## src/rtl/dio_router_pkg.sv

```systemverilog
package dio_router_pkg;

    localparam int NUM_LINES = 4;
    localparam int SEL_W     = $clog2(NUM_LINES);
    localparam int FN_BITS   = 3 * (SEL_W + 2);

    typedef logic [NUM_LINES-1:0] line_vec_t;

    typedef enum logic [1:0] {
        OWN_GPIO  = 2'd0,
        OWN_DRDY  = 2'd1,
        OWN_ALARM = 2'd2,
        OWN_SYNC  = 2'd3
    } owner_e;

    // One routed function: enable, polarity/edge, line selector.
    typedef struct packed {
        logic             en;
        logic             pol;
        logic [SEL_W-1:0] sel;
    } fn_cfg_t;

    // Field order matches the register bit positions (alarm high, ready low).
    typedef struct packed {
        fn_cfg_t alarm;
        fn_cfg_t sync;
        fn_cfg_t drdy;
    } fn_ctrl_t;

    typedef struct packed {
        line_vec_t level;
        line_vec_t dir;
    } gpio_cfg_t;

    function automatic line_vec_t sel_to_mask(input logic [SEL_W-1:0] sel);
        return line_vec_t'(1) << sel;
    endfunction

    function automatic fn_ctrl_t unpack_fn(input logic [15:0] raw);
        return fn_ctrl_t'(raw[FN_BITS-1:0]);
    endfunction

endpackage

```

## src/rtl/dio_claim_decode.sv

```systemverilog
module dio_claim_decode
    import dio_router_pkg::*;
(
    input  fn_ctrl_t  cfg,
    output line_vec_t drdy_mask,
    output line_vec_t alarm_mask,
    output line_vec_t sync_mask,
    output logic      ext_mode,
    output owner_e    owner [NUM_LINES]
);

    line_vec_t alarm_req;
    line_vec_t sync_req;

    always_comb begin
        drdy_mask = sel_to_mask(cfg.drdy.sel) & {NUM_LINES{cfg.drdy.en}};
        alarm_req = sel_to_mask(cfg.alarm.sel) & {NUM_LINES{cfg.alarm.en}};
        sync_req  = sel_to_mask(cfg.sync.sel) & {NUM_LINES{cfg.sync.en}};

        // Lower-priority functions lose a line already taken.
        alarm_mask = ((alarm_req & drdy_mask) == '0) ? alarm_req : '0;
        sync_mask  = ((sync_req & (drdy_mask | alarm_mask)) == '0) ? sync_req : '0;
        ext_mode   = |sync_mask;
    end

    for (genvar i = 0; i < NUM_LINES; i++) begin : g_owner
        always_comb begin
            if (drdy_mask[i])       owner[i] = OWN_DRDY;
            else if (alarm_mask[i]) owner[i] = OWN_ALARM;
            else if (sync_mask[i])  owner[i] = OWN_SYNC;
            else                    owner[i] = OWN_GPIO;
        end
    end

endmodule

```

## src/rtl/dio_sync_sampler.sv

```systemverilog
module dio_sync_sampler
    import dio_router_pkg::*;
#(
    parameter int STAGES = 2
) (
    input  logic             clk,
    input  logic             rst,
    input  line_vec_t        pad_in,
    input  logic [SEL_W-1:0] sel,
    input  logic             rising,
    input  logic             ext_mode,
    input  logic             int_sample,
    output line_vec_t        sync_q,
    output logic             strobe
);

    line_vec_t chain_q [STAGES];
    line_vec_t prev_q;
    line_vec_t rise_v;
    line_vec_t fall_v;
    logic      edge_hit;

    always_ff @(posedge clk) begin
        if (rst) begin
            for (int s = 0; s < STAGES; s++) chain_q[s] <= '0;
            prev_q <= '0;
        end else begin
            chain_q[0] <= pad_in;
            for (int s = 1; s < STAGES; s++) chain_q[s] <= chain_q[s-1];
            prev_q <= chain_q[STAGES-1];
        end
    end

    always_comb begin
        sync_q   = chain_q[STAGES-1];
        rise_v   = sync_q & ~prev_q;
        fall_v   = ~sync_q & prev_q;
        edge_hit = rising ? rise_v[sel] : fall_v[sel];
        strobe   = ext_mode ? edge_hit : int_sample;
    end

endmodule

```

## src/rtl/dio_ready_pulse.sv

```systemverilog
module dio_ready_pulse #(
    parameter int LEN = 4
) (
    input  logic clk,
    input  logic rst,
    input  logic trig,
    output logic active
);

    localparam int CNT_W = $clog2(LEN + 1);

    logic [CNT_W-1:0] cnt_q;

    always_ff @(posedge clk) begin
        if (rst)                cnt_q <= '0;
        else if (trig)          cnt_q <= CNT_W'(LEN);
        else if (cnt_q != '0)   cnt_q <= cnt_q - CNT_W'(1);
    end

    assign active = (cnt_q != '0);

endmodule

```

## src/rtl/dio_router.sv

```systemverilog
module dio_router
    import dio_router_pkg::*;
#(
    parameter int DRDY_LEN    = 4,
    parameter int SYNC_STAGES = 2
) (
    input  logic        clk,
    input  logic        rst,
    input  logic [15:0] func_ctrl,
    input  logic [15:0] gpio_ctrl,
    input  logic        int_sample,
    input  logic        alarm_flag,
    input  logic [3:0]  pad_in,
    output logic [3:0]  pad_oe,
    output logic [3:0]  pad_out,
    output logic        sample_strobe,
    output logic [3:0]  gpio_levels
);

    fn_ctrl_t  fn_cfg;
    gpio_cfg_t gp_cfg;
    line_vec_t drdy_mask;
    line_vec_t alarm_mask;
    line_vec_t sync_mask;
    logic      ext_mode;
    owner_e    owner [NUM_LINES];
    line_vec_t sync_q;
    logic      drdy_active;
    logic      drdy_level;
    logic      alarm_level;
    logic      unused_bits;

    assign fn_cfg      = unpack_fn(func_ctrl);
    assign gp_cfg      = gpio_cfg_t'(gpio_ctrl[2*NUM_LINES-1:0]);
    assign unused_bits = ^{func_ctrl[15:FN_BITS], gpio_ctrl[15:2*NUM_LINES]};

    dio_claim_decode u_decode (
        .cfg        (fn_cfg),
        .drdy_mask  (drdy_mask),
        .alarm_mask (alarm_mask),
        .sync_mask  (sync_mask),
        .ext_mode   (ext_mode),
        .owner      (owner)
    );

    dio_sync_sampler #(.STAGES(SYNC_STAGES)) u_sampler (
        .clk        (clk),
        .rst        (rst),
        .pad_in     (pad_in),
        .sel        (fn_cfg.sync.sel),
        .rising     (fn_cfg.sync.pol),
        .ext_mode   (ext_mode),
        .int_sample (int_sample),
        .sync_q     (sync_q),
        .strobe     (sample_strobe)
    );

    dio_ready_pulse #(.LEN(DRDY_LEN)) u_ready (
        .clk    (clk),
        .rst    (rst),
        .trig   (sample_strobe),
        .active (drdy_active)
    );

    assign drdy_level  = fn_cfg.drdy.pol  ? drdy_active : ~drdy_active;
    assign alarm_level = fn_cfg.alarm.pol ? alarm_flag  : ~alarm_flag;

    always_comb begin
        pad_oe      = '0;
        pad_out     = '0;
        gpio_levels = sync_q;
        for (int i = 0; i < NUM_LINES; i++) begin
            case (owner[i])
                OWN_DRDY: begin
                    pad_oe[i]  = 1'b1;
                    pad_out[i] = drdy_level;
                end
                OWN_ALARM: begin
                    pad_oe[i]  = 1'b1;
                    pad_out[i] = alarm_level;
                end
                OWN_SYNC: begin
                    pad_oe[i]  = 1'b0;
                end
                default: begin
                    pad_oe[i] = gp_cfg.dir[i];
                    if (gp_cfg.dir[i]) begin
                        pad_out[i]     = gp_cfg.level[i];
                        gpio_levels[i] = gp_cfg.level[i];
                    end
                end
            endcase
        end
    end

endmodule

```

## config.mk

```make
export PLATFORM = sky130hd
export DESIGN_NAME = dio_router
export DESIGN_NICKNAME = d
export VERILOG_FILES = /design/src/rtl/dio_router_pkg.sv /design/src/rtl/dio_claim_decode.sv /design/src/rtl/dio_sync_sampler.sv /design/src/rtl/dio_ready_pulse.sv /design/src/rtl/dio_router.sv
export SDC_FILE = /design/constraint.sdc
export NUM_CORES = 1
export LEC_CHECK = 0
export ABC_AREA = 1
export BUFFER_PORTS_ARGS = -buffer_cell sky130_fd_sc_hd__buf_2
export CAP_MARGIN = 5
export CORE_ASPECT_RATIO = 0.75
export CORE_MARGIN = 3
export CORE_UTILIZATION = 30
export DETAILED_ROUTE_END_ITERATION = 7
export PLACE_DENSITY_LB_ADDON = 0.3
export SYNTH_ARGS = -nofsm -noshare
export SYNTH_HDL_FRONTEND = slang
export SYNTH_SLANG_ARGS = --single-unit
```

## constraint.sdc

```tcl
create_clock -name clk -period 1.3 [get_ports clk]
set_input_delay 0.065 -clock clk [delete_from_list [all_inputs] [get_ports clk]]
set_output_delay 0.065 -clock clk [all_outputs]
set_load 0.05 [all_outputs]
```

# After elaboration in Yosys (flattened, before gate mapping)
# Memory sizes are Yosys's and may differ from the RTL's.
# Cells that the tools add are included.
# word_totals
n_memories	1
inputBits	40
mem_bits_rw	8
register_bits	7
elab_cells	98
output_inout_bits	13
# mem_list
memory	words	word_bits	rd	rd_clocked_by_memory_dff	write_ports	line	text
u_sampler.chain_q	2	4	2	0	2	dio_sync_sampler.sv:17	line_vec_t chain_q [STAGES];
# classes
shift	3
mux	49
bitwise_logic	14
add_sub_neg	1
magnitude_cmp	1
n_eq_ne	12
reduce_logical	14
# ops
operator	n
4-bit bitwise AND	7
2-bit 2-to-1 mux	12
1-bit 2-to-1 mux	21
2-bit == test (second input constant)	8
4-bit 2-to-1 mux	4
1-bit case mux with 3 select lines	4
3-bit OR reduction	4
1-bit by 2-bit left shift with 4-bit output (first input constant)	3
2-bit OR reduction	5
2-bit by 1-bit == test with 1-bit output (second input constant)	4
4-bit logical NOT	2
4-bit NOT	2
1-bit case mux with 2 select lines	4
3-bit 2-to-1 mux	2
1-bit binary-select mux with 2-bit select	2
4-bit OR	1
4-bit OR reduction	1
2-bit by 3-bit < comparator with 1-bit output (second input constant)	1
3-bit nonzero test	1
3-bit by 1-bit subtractor with 3-bit output (second input constant)	1
1-bit NOT	2
1-bit OR	2
2-bit nonzero test	1

# Longest topological paths before layout
# Gate-level depths: netlist (run 1).
# logic_depth
ltp_word	15
depth_mapped	14

# By module
# From an unflattened synthesis (run 1), not the netlist that was laid out.
# hier_totals
cells_unflattened	238
area_unflattened_um2	1467.7
# by_module_without_submodules
mod	area_per_inst_um2	cells_per_inst	instances
dio_router	485.5	76	1
dio_sync_sampler	479.2	67	1
dio_claim_decode	327.8	69	1
dio_ready_pulse	175.2	26	1

# Least setup slack after synthesis (run 1)
# Ideal clock, no wire load.
# synth_timing
kind	register to output
start	reg u_ready.cnt_q[0]
end	out pad_out[0]
path_buffers	0
t_arrival_ns	1.758
stages_incl_launch_ff	9
setup_slack_ns	-0.523
required_time_ns	1.235
path_cell_list	dfxtp_1 -> inv_1 -> ha_1 -> inv_1 -> nor2_1 -> xnor2_1 -> nor2_1 -> a21oi_1 -> o21ai_1
# synth_via
elab_chain_len	4
# synth_lines
element	line	text
start, declared	dio_ready_pulse.sv:12	logic [CNT_W-1:0] cnt_q;
start signal, assigned	dio_ready_pulse.sv:16	else if (trig) cnt_q <= CNT_W'(LEN);
start signal, assigned	dio_ready_pulse.sv:17	else if (cnt_q != '0) cnt_q <= cnt_q - CNT_W'(1);
3-bit nonzero test *	dio_ready_pulse.sv:20	assign active = (cnt_q != '0);
1-bit NOT	dio_router.sv:65	assign drdy_level = fn_cfg.drdy.pol ? drdy_active : ~drdy_active;
1-bit 2-to-1 mux *	dio_router.sv:65	
1-bit case mux with 3 select lines *	dio_router.sv:73	case (owner[i])
end, declared	dio_router.sv:15	output logic [3:0] pad_out,
# Mark *: on every way between the ends. The rest lies on a longest branch, timed or not.

# Worst setup path in the final report (run 1)
# Same ends and word-level chain as after synthesis.

==> results of run 1 <==
## final cells by class
cell class	count	area, sq um
clock buffer	4	45.04
fill	250	935.9
inverter	31	121.4
multi-input combinational	123	958.4
sequential	15	305.3
tap	38	47.55
timing repair buffer	78	691.9
## through the flow
stage	power (mW)	util [%]	area (sq um)
finish	2.237	69.86	2170
global route	2.399	69.86	2170
global placement	1.530	52.82	1640
CTS	2.179	65.39	2031
floorplan	1.200	-	1134
detailed placement	1.531	52.82	1640
## cell families (layout without fill, tap and decap cells)
group / after synthesis / in the layout / share of synthesized area (%)
simple gates: 107 / 107 / 48.60
buf+inv: 32 / 113 / 11.64
flops: 15 / 15 / 29.09
compound gates: 11 / 11 / 5.696
xor+xnor: 3 / 3 / 2.546
fa+ha+maj: 2 / 2 / 2.424
## how the worst max path moves through the flow
stage	startpoint	end	slack (ns)	cells after the start
detailed placement	func_ctrl[9]	gpio_levels[2]	-0.39	15
floorplan	u_ready.cnt_q[0]	pad_out[0]	-0.07	8
finish	u_ready.cnt_q[0]	pad_out[0]	-0.32	9
global route	func_ctrl[0]	pad_out[2]	-0.41	14
global placement	func_ctrl[1]	gpio_levels[2]	-0.34	14
CTS	u_ready.cnt_q[1]	pad_out[0]	-0.32	9
## layout by cell type, fill, tap and decap left out, types with 3 or more instances in the layout
cell type	netlist	layout
inv_2	0	6
inv_1	31	23
nand2_1	41	17
nand4_1	4	4
dfxtp_2	0	4
nor3_1	5	4
buf_8	0	14
clkbuf_8	0	3
nand3_4	0	6
nand2_4	2	13
nand2_2	4	17
nor2_4	0	7
buf_4	0	31
buf_2	0	21
nand3_2	2	11
nor2_1	28	21
dfxtp_1	15	11
buf_6	0	11
## registers in the layout, indices dropped and copies added (netlist names)
register / flops
u_sampler.chain_q: 8
u_ready.cnt_q: 3
u_sampler.prev_q: 4
## power groups by stage
| stage | Sequential (mW) | Clock, mW | Combinational (mW) |
|---|---|---|---|
| 2_1_floorplan | 0.556 | 0 | 0.644 |
| 3_3_place_gp | 0.561 | 0 | 0.969 |
| 3_5_place_dp | 0.561 | 0 | 0.969 |
| 4_1_cts | 0.564 | 0.374 | 1.24 |
| 5_1_grt | 0.569 | 0.405 | 1.42 |
| 6_report | 0.564 | 0.367 | 1.31 |
## Yosys cell counts
library cell  number
nand2_1           41
inv_1             31
nor2_1            28
nand3_1           17
dfxtp_1           15
nor3_1             5
o21ai_0            5
nand2_2            4
nand4_1            4
a21oi_1            3
ha_1               2
nand2_4            2
nand3_2            2
nor2_2             2
xnor2_1            2
clkbuf_1           1
nand3b_1           1
nor2_8             1
o21ai_1            1
o22ai_1            1
o31ai_1            1
xor2_1             1
## worst register-to-register path, cell delays in order, from the launching register on
cell     delay [ns]
dfxtp_2        0.33
inv_2          0.06
nand2_1        0.05
o22ai_1        0.14
nor2_1         0.05
o21ai_1        0.20
nand3_2        0.13
buf_6          0.15
nand3_4        0.08
nor2_1         0.04
## metal layers
metal | global-route usage, % | wire length [microns]
met4 | 5.426 | 58
met5 | 0 | 0
met2 | 28.54 | 1810
met3 | 2.147 | 158
met1 | 19.44 | 1352
## repair_timing
action,in CTS,in global routing
resized for setup,101,29
pin swaps,39,14
endpoints found under the setup margin,16,16
buffers inserted,3,1
==> impl_metrics.toml, run 1 <==
[cts]
numCtsBuffers = 3
clock_path_buffers = 2
cts_root_buf = "clkbuf_8"
clock_latency_ns = 0.24
htreeDepth = 1
cts_tree = "yes"
cts_sinks = 15
path_clk_slew_ns = 0.06
hold_buffers = 0

[global_route]
antenna_found_initial = 0
overflow = 0
grt_pass1_wl_microns = 5264
grt_pass1_vias = 1246
grt_max_degree = 14
grtUsageTotal_pct = 16.06

[drt]
wl_per_cell_microns = 11.70
routed_wl_microns = 3380
viasPerCell = 4.478
drt.antenna.violating_nets = 0
drtIter0Drc = 57
drc_errors = 0
via_count = 1294
firstDrtPassIters = 4

[power_and_ir_drop]
p_seq_share_pct = 25.2
ir_drop_uv = 655.2
netSwitchingPower_uw = 888.9
cellLeakagePower_nw = 1.064
internal-power_mw = 1.348
powerDensity_nw_per_um2 = 1031
pwr-share-clk_pct = 16.4
sw_frac_of_total_pct = 39.74
combPwrFrac_pct = 58.4

[layout]
fin_cells = 289
drive_gt1_share_pct = 62.55
syn2layout_area_growth_pct = 110.2
nNetsFinal = 294
num_antenna_cells = 0

[placement]
placedCellCount = 282
gp_congestion = 0.8056
pre_cts_ws_ns = -0.3906
port_buffers = 40
dp_hpwl_microns = 2220

[floorplanning]
fp.dieH_microns = 56.80
ioPinCount = 53
die_w_microns = 73.73
start_util_pct = 33.24
dieArea_sq_um = 4188
core_sq_um = 3105
rows = 17

[setup_path]
crit_path_max_incr_delay_ns = 0.34
rrSetupSlack_ns = -0.04
reg2regPathDepth = 9
cp.arrival_ns = 1.56
critPathLaunchType = "register"
worst_ep_required_time_ns = 1.24
slowest_stage = "dfxtp_2"
r2r-end = "u_ready.cnt_q[0]"
crit_fanout = 4
worstPathCellList = "inv_2 -> ha_4 -> inv_2 -> nor2_4 -> xnor2_4 -> nor2_2 -> a21oi_2 -> o21ai_4 -> buf_6"
critical_path_buf_inv_count = 3
r2r_start = "u_sampler.chain_q[0][7]"
worstSetupPathType = "reg2out"
cp_top_family = "flip-flops"
end_kind = "output pin"
path_common_cell = "inv_2"

[timing]
layout_worst_path_cycle_share_pct = 124.8
fin_skew_ns = 0.001744
worstMarginPinSlew_ns = 0.4716
hold_viol_final = 0
max_slew_margin_pct = 68.33
setup_viol = 16
drv_slew = 0
rsz0062_at_grt = "true"
layout_setup_ws_ns = -0.3224
period_needed_ns = 1.622
worst_hold_slack_ns = 0.01458
setup_tns_ns = -3.846
max_freq_mhz = 616.4

[min_path]
holdPathEnd = "u_sampler.chain_q[0][1]"
worstHoldStart = "pad_in[1]"
hp-class = "in2reg"
min_path_cells = 3

[logic_synthesis]
yosys-top-cells-area = "dfxtp_1, nand2_1, inv_1"
yosys_register_bits = 15
yosysWarnings = 0
synth_nets = 212
syn_inst = 170
synth_seq_area_share_pct = 29.09
synth_cell_types = 22
synth.top_cell.area_share_pct = 29.09
syn_area_sq_um = 1032
syn_area_per_cell_sq_um = 6.072
yosys.area.top_type = "dfxtp_1"

[run_status]
violations = "setup timing"
status = "finished, violations left"

[job]
cap_violations = 0
Note: power is estimated with default switching activity, not from simulation.
==> inputs of run 2 (changes only) <==
Settings changed: PLACE_DENSITY set to 0.68, PLACE_DENSITY_LB_ADDON 0.3 to not set.
==> run 2 against run 1 <==
The flow still finishes with violations (setup timing). Count of clock-buffer cells in the layout shrank 1. Via count grew 5.4%. Worst hold slack worse by 0.0019 ns. Sequential power decreased by 0.7%. Register-to-register slack lost 0.04 ns. Flip-flop and latch count unchanged. Cell count increased by 1.7%. Setup slack worse by 0.030 ns. Die area is the same. Highest routed layer unchanged.
==> impl_metrics.toml, run 2 (synthesis results as in run 1) <==
[run_status]
status = "finished, violations left"
violations = "setup timing"

[min_path]
worstHoldStart = "pad_in[2]"
hp-class = "in2reg"
min_path_cells = 3

[floorplanning]
core_sq_um = 3105
dieArea_sq_um = 4188
start_util_pct = 33.24
fp.dieH_microns = 56.80
ioPinCount = 53
rows = 17
die_w_microns = 73.73

[cts]
cts_tree = "yes"
clock_path_buffers = 2
cts_root_buf = "clkbuf_8"
hold_buffers = 0
numCtsBuffers = 3
cts_sinks = 15
htreeDepth = 1
clock_latency_ns = 0.25
path_clk_slew_ns = 0.07

[timing]
setup_viol = 16
worst_hold_slack_ns = 0.01264
setup_tns_ns = -4.003
fin_skew_ns = 0.004594
max_slew_margin_pct = 75.88
layout_worst_path_cycle_share_pct = 127.1
drv_slew = 0
max_freq_mhz = 605.2
worstMarginPinSlew_ns = 0.3590
rsz0062_at_grt = "true"
layout_setup_ws_ns = -0.3524
period_needed_ns = 1.652
hold_viol_final = 0

[layout]
layout_commonest_cell = "buf_4"
num_antenna_cells = 0
top_regs = "u_sampler.chain_q (8), u_sampler.prev_q (4), u_ready.cnt_q (3)"
largest-register = "u_sampler.chain_q"
syn2layout_area_growth_pct = 113.1
drive_gt1_share_pct = 64.06
largest_reg_flops = 8
final_cell_mix = "buf_4, inv_1, buf_2"
fin_cells = 294
design_area_sq_um = 2200
nNetsFinal = 299

[setup_path]
path_common_cell = "inv_2"
worst_ep_required_time_ns = 1.24
crit_fanout = 4
critPathLaunchType = "register"
r2r_start = "u_sampler.chain_q[0][5]"
endpoint = "pad_out[1]"
crit_path_start = "u_ready.cnt_q[1]"
worstSetupPathType = "reg2out"
reg2regPathDepth = 11
worstPathCellList = "inv_2 -> ha_4 -> inv_2 -> nor2_4 -> xnor2_4 -> o21ai_0 -> nand2_1 -> nand2_2 -> buf_8"
cp.arrival_ns = 1.59
end_kind = "output pin"
critical_path_buf_inv_count = 3
cp.depth = 9
crit_path_max_incr_delay_ns = 0.32
rrSetupSlack_ns = -0.08
cp_top_family = "flip-flops"
r2r-end = "u_ready.cnt_q[2]"
slowest_stage = "dfxtp_2"

[power_and_ir_drop]
cellLeakagePower_nw = 1.092
ir_drop_uv = 882.2
powerDensity_nw_per_um2 = 1076

[placement]
placedCellCount = 283
dpl_cell_area_sq_um = 1648
dp_hpwl_microns = 2349
pre_cts_ws_ns = -0.3909
gp_congestion = 0.8030
port_buffers = 40

[global_route]
overflow = 0
antenna_found_initial = 0
grtUsageTotal_pct = 16.24
grt_max_degree = 14
grt_pass1_vias = 1331
grt_pass1_wl_microns = 5485

[drt]
drtIter0Drc = 49
via_count = 1364
routed_wl_microns = 3592
drt.antenna.violating_nets = 0
drc_errors = 0
viasPerCell = 4.639
wl_per_cell_microns = 12.22
firstDrtPassIters = 4

[job]
cap_violations = 0
run 2: area by class of cell:
cell class,count,area [sq um]
multi-input combinational,123,962.2
fill,252,905.9
timing repair buffer,83,718.2
sequential,15,304.0
inverter,31,118.9
tap,38,47.55
clock buffer,3,41.29
clock inverter,1,7.507
run 2: worst min-delay path by stage:
stage                                         end  slack (ns)
after floorplan               u_sampler.prev_q[0]        0.14
after CTS                 u_sampler.chain_q[0][2]       0.008
after detailed placement  u_sampler.chain_q[0][2]        0.27
after global routing      u_sampler.chain_q[0][2]        0.01
final                     u_sampler.chain_q[0][2]        0.01
after global placement    u_sampler.chain_q[0][3]        0.26
run 2: where the power goes:
part | internal [mW] | leakage [nW] | switching (mW)
Combinational | 0.678 | 0.946 | 0.742
Sequential | 0.523 | 0.125 | 0.0367
Clock | 0.215 | 0.0217 | 0.172
Total | 1.42 | 1.09 | 0.950
run 2: stage by stage:
step / power [mW] / utilization [%]
floorplan: 1.200 / -
global placement: 1.557 / 53.06
detailed placement: 1.574 / 53.06
CTS: 2.205 / 64.95
global route: 2.536 / 70.83
finish: 2.366 / 70.83
run 2: what timing repair did:
item | in CTS | in global routing
resized for setup | 89 | 39
setup endpoints to repair | 16 | 16
setup buffers | 6 | 1
gates cloned | 0 | 0
endpoints found under the hold margin | 0 | 0
pin swaps | 33 | 19
run 2: layer usage:
metal | track usage (%) | share of wire [%] | vias up
met4 | 1.550 | 0.58 | 0
met5 | 0 | 0 | -
met2 | 28.28 | 50 | 43
li1 | - | - | 703
met1 | 20.17 | 42 | 616
met3 | 4.830 | 7.2 | 2
run 2: tightest hold or removal path, stage by stage:
cell and delay (ns):
buf_2 0.07, inv_1 0.03, nor2_1 0.06
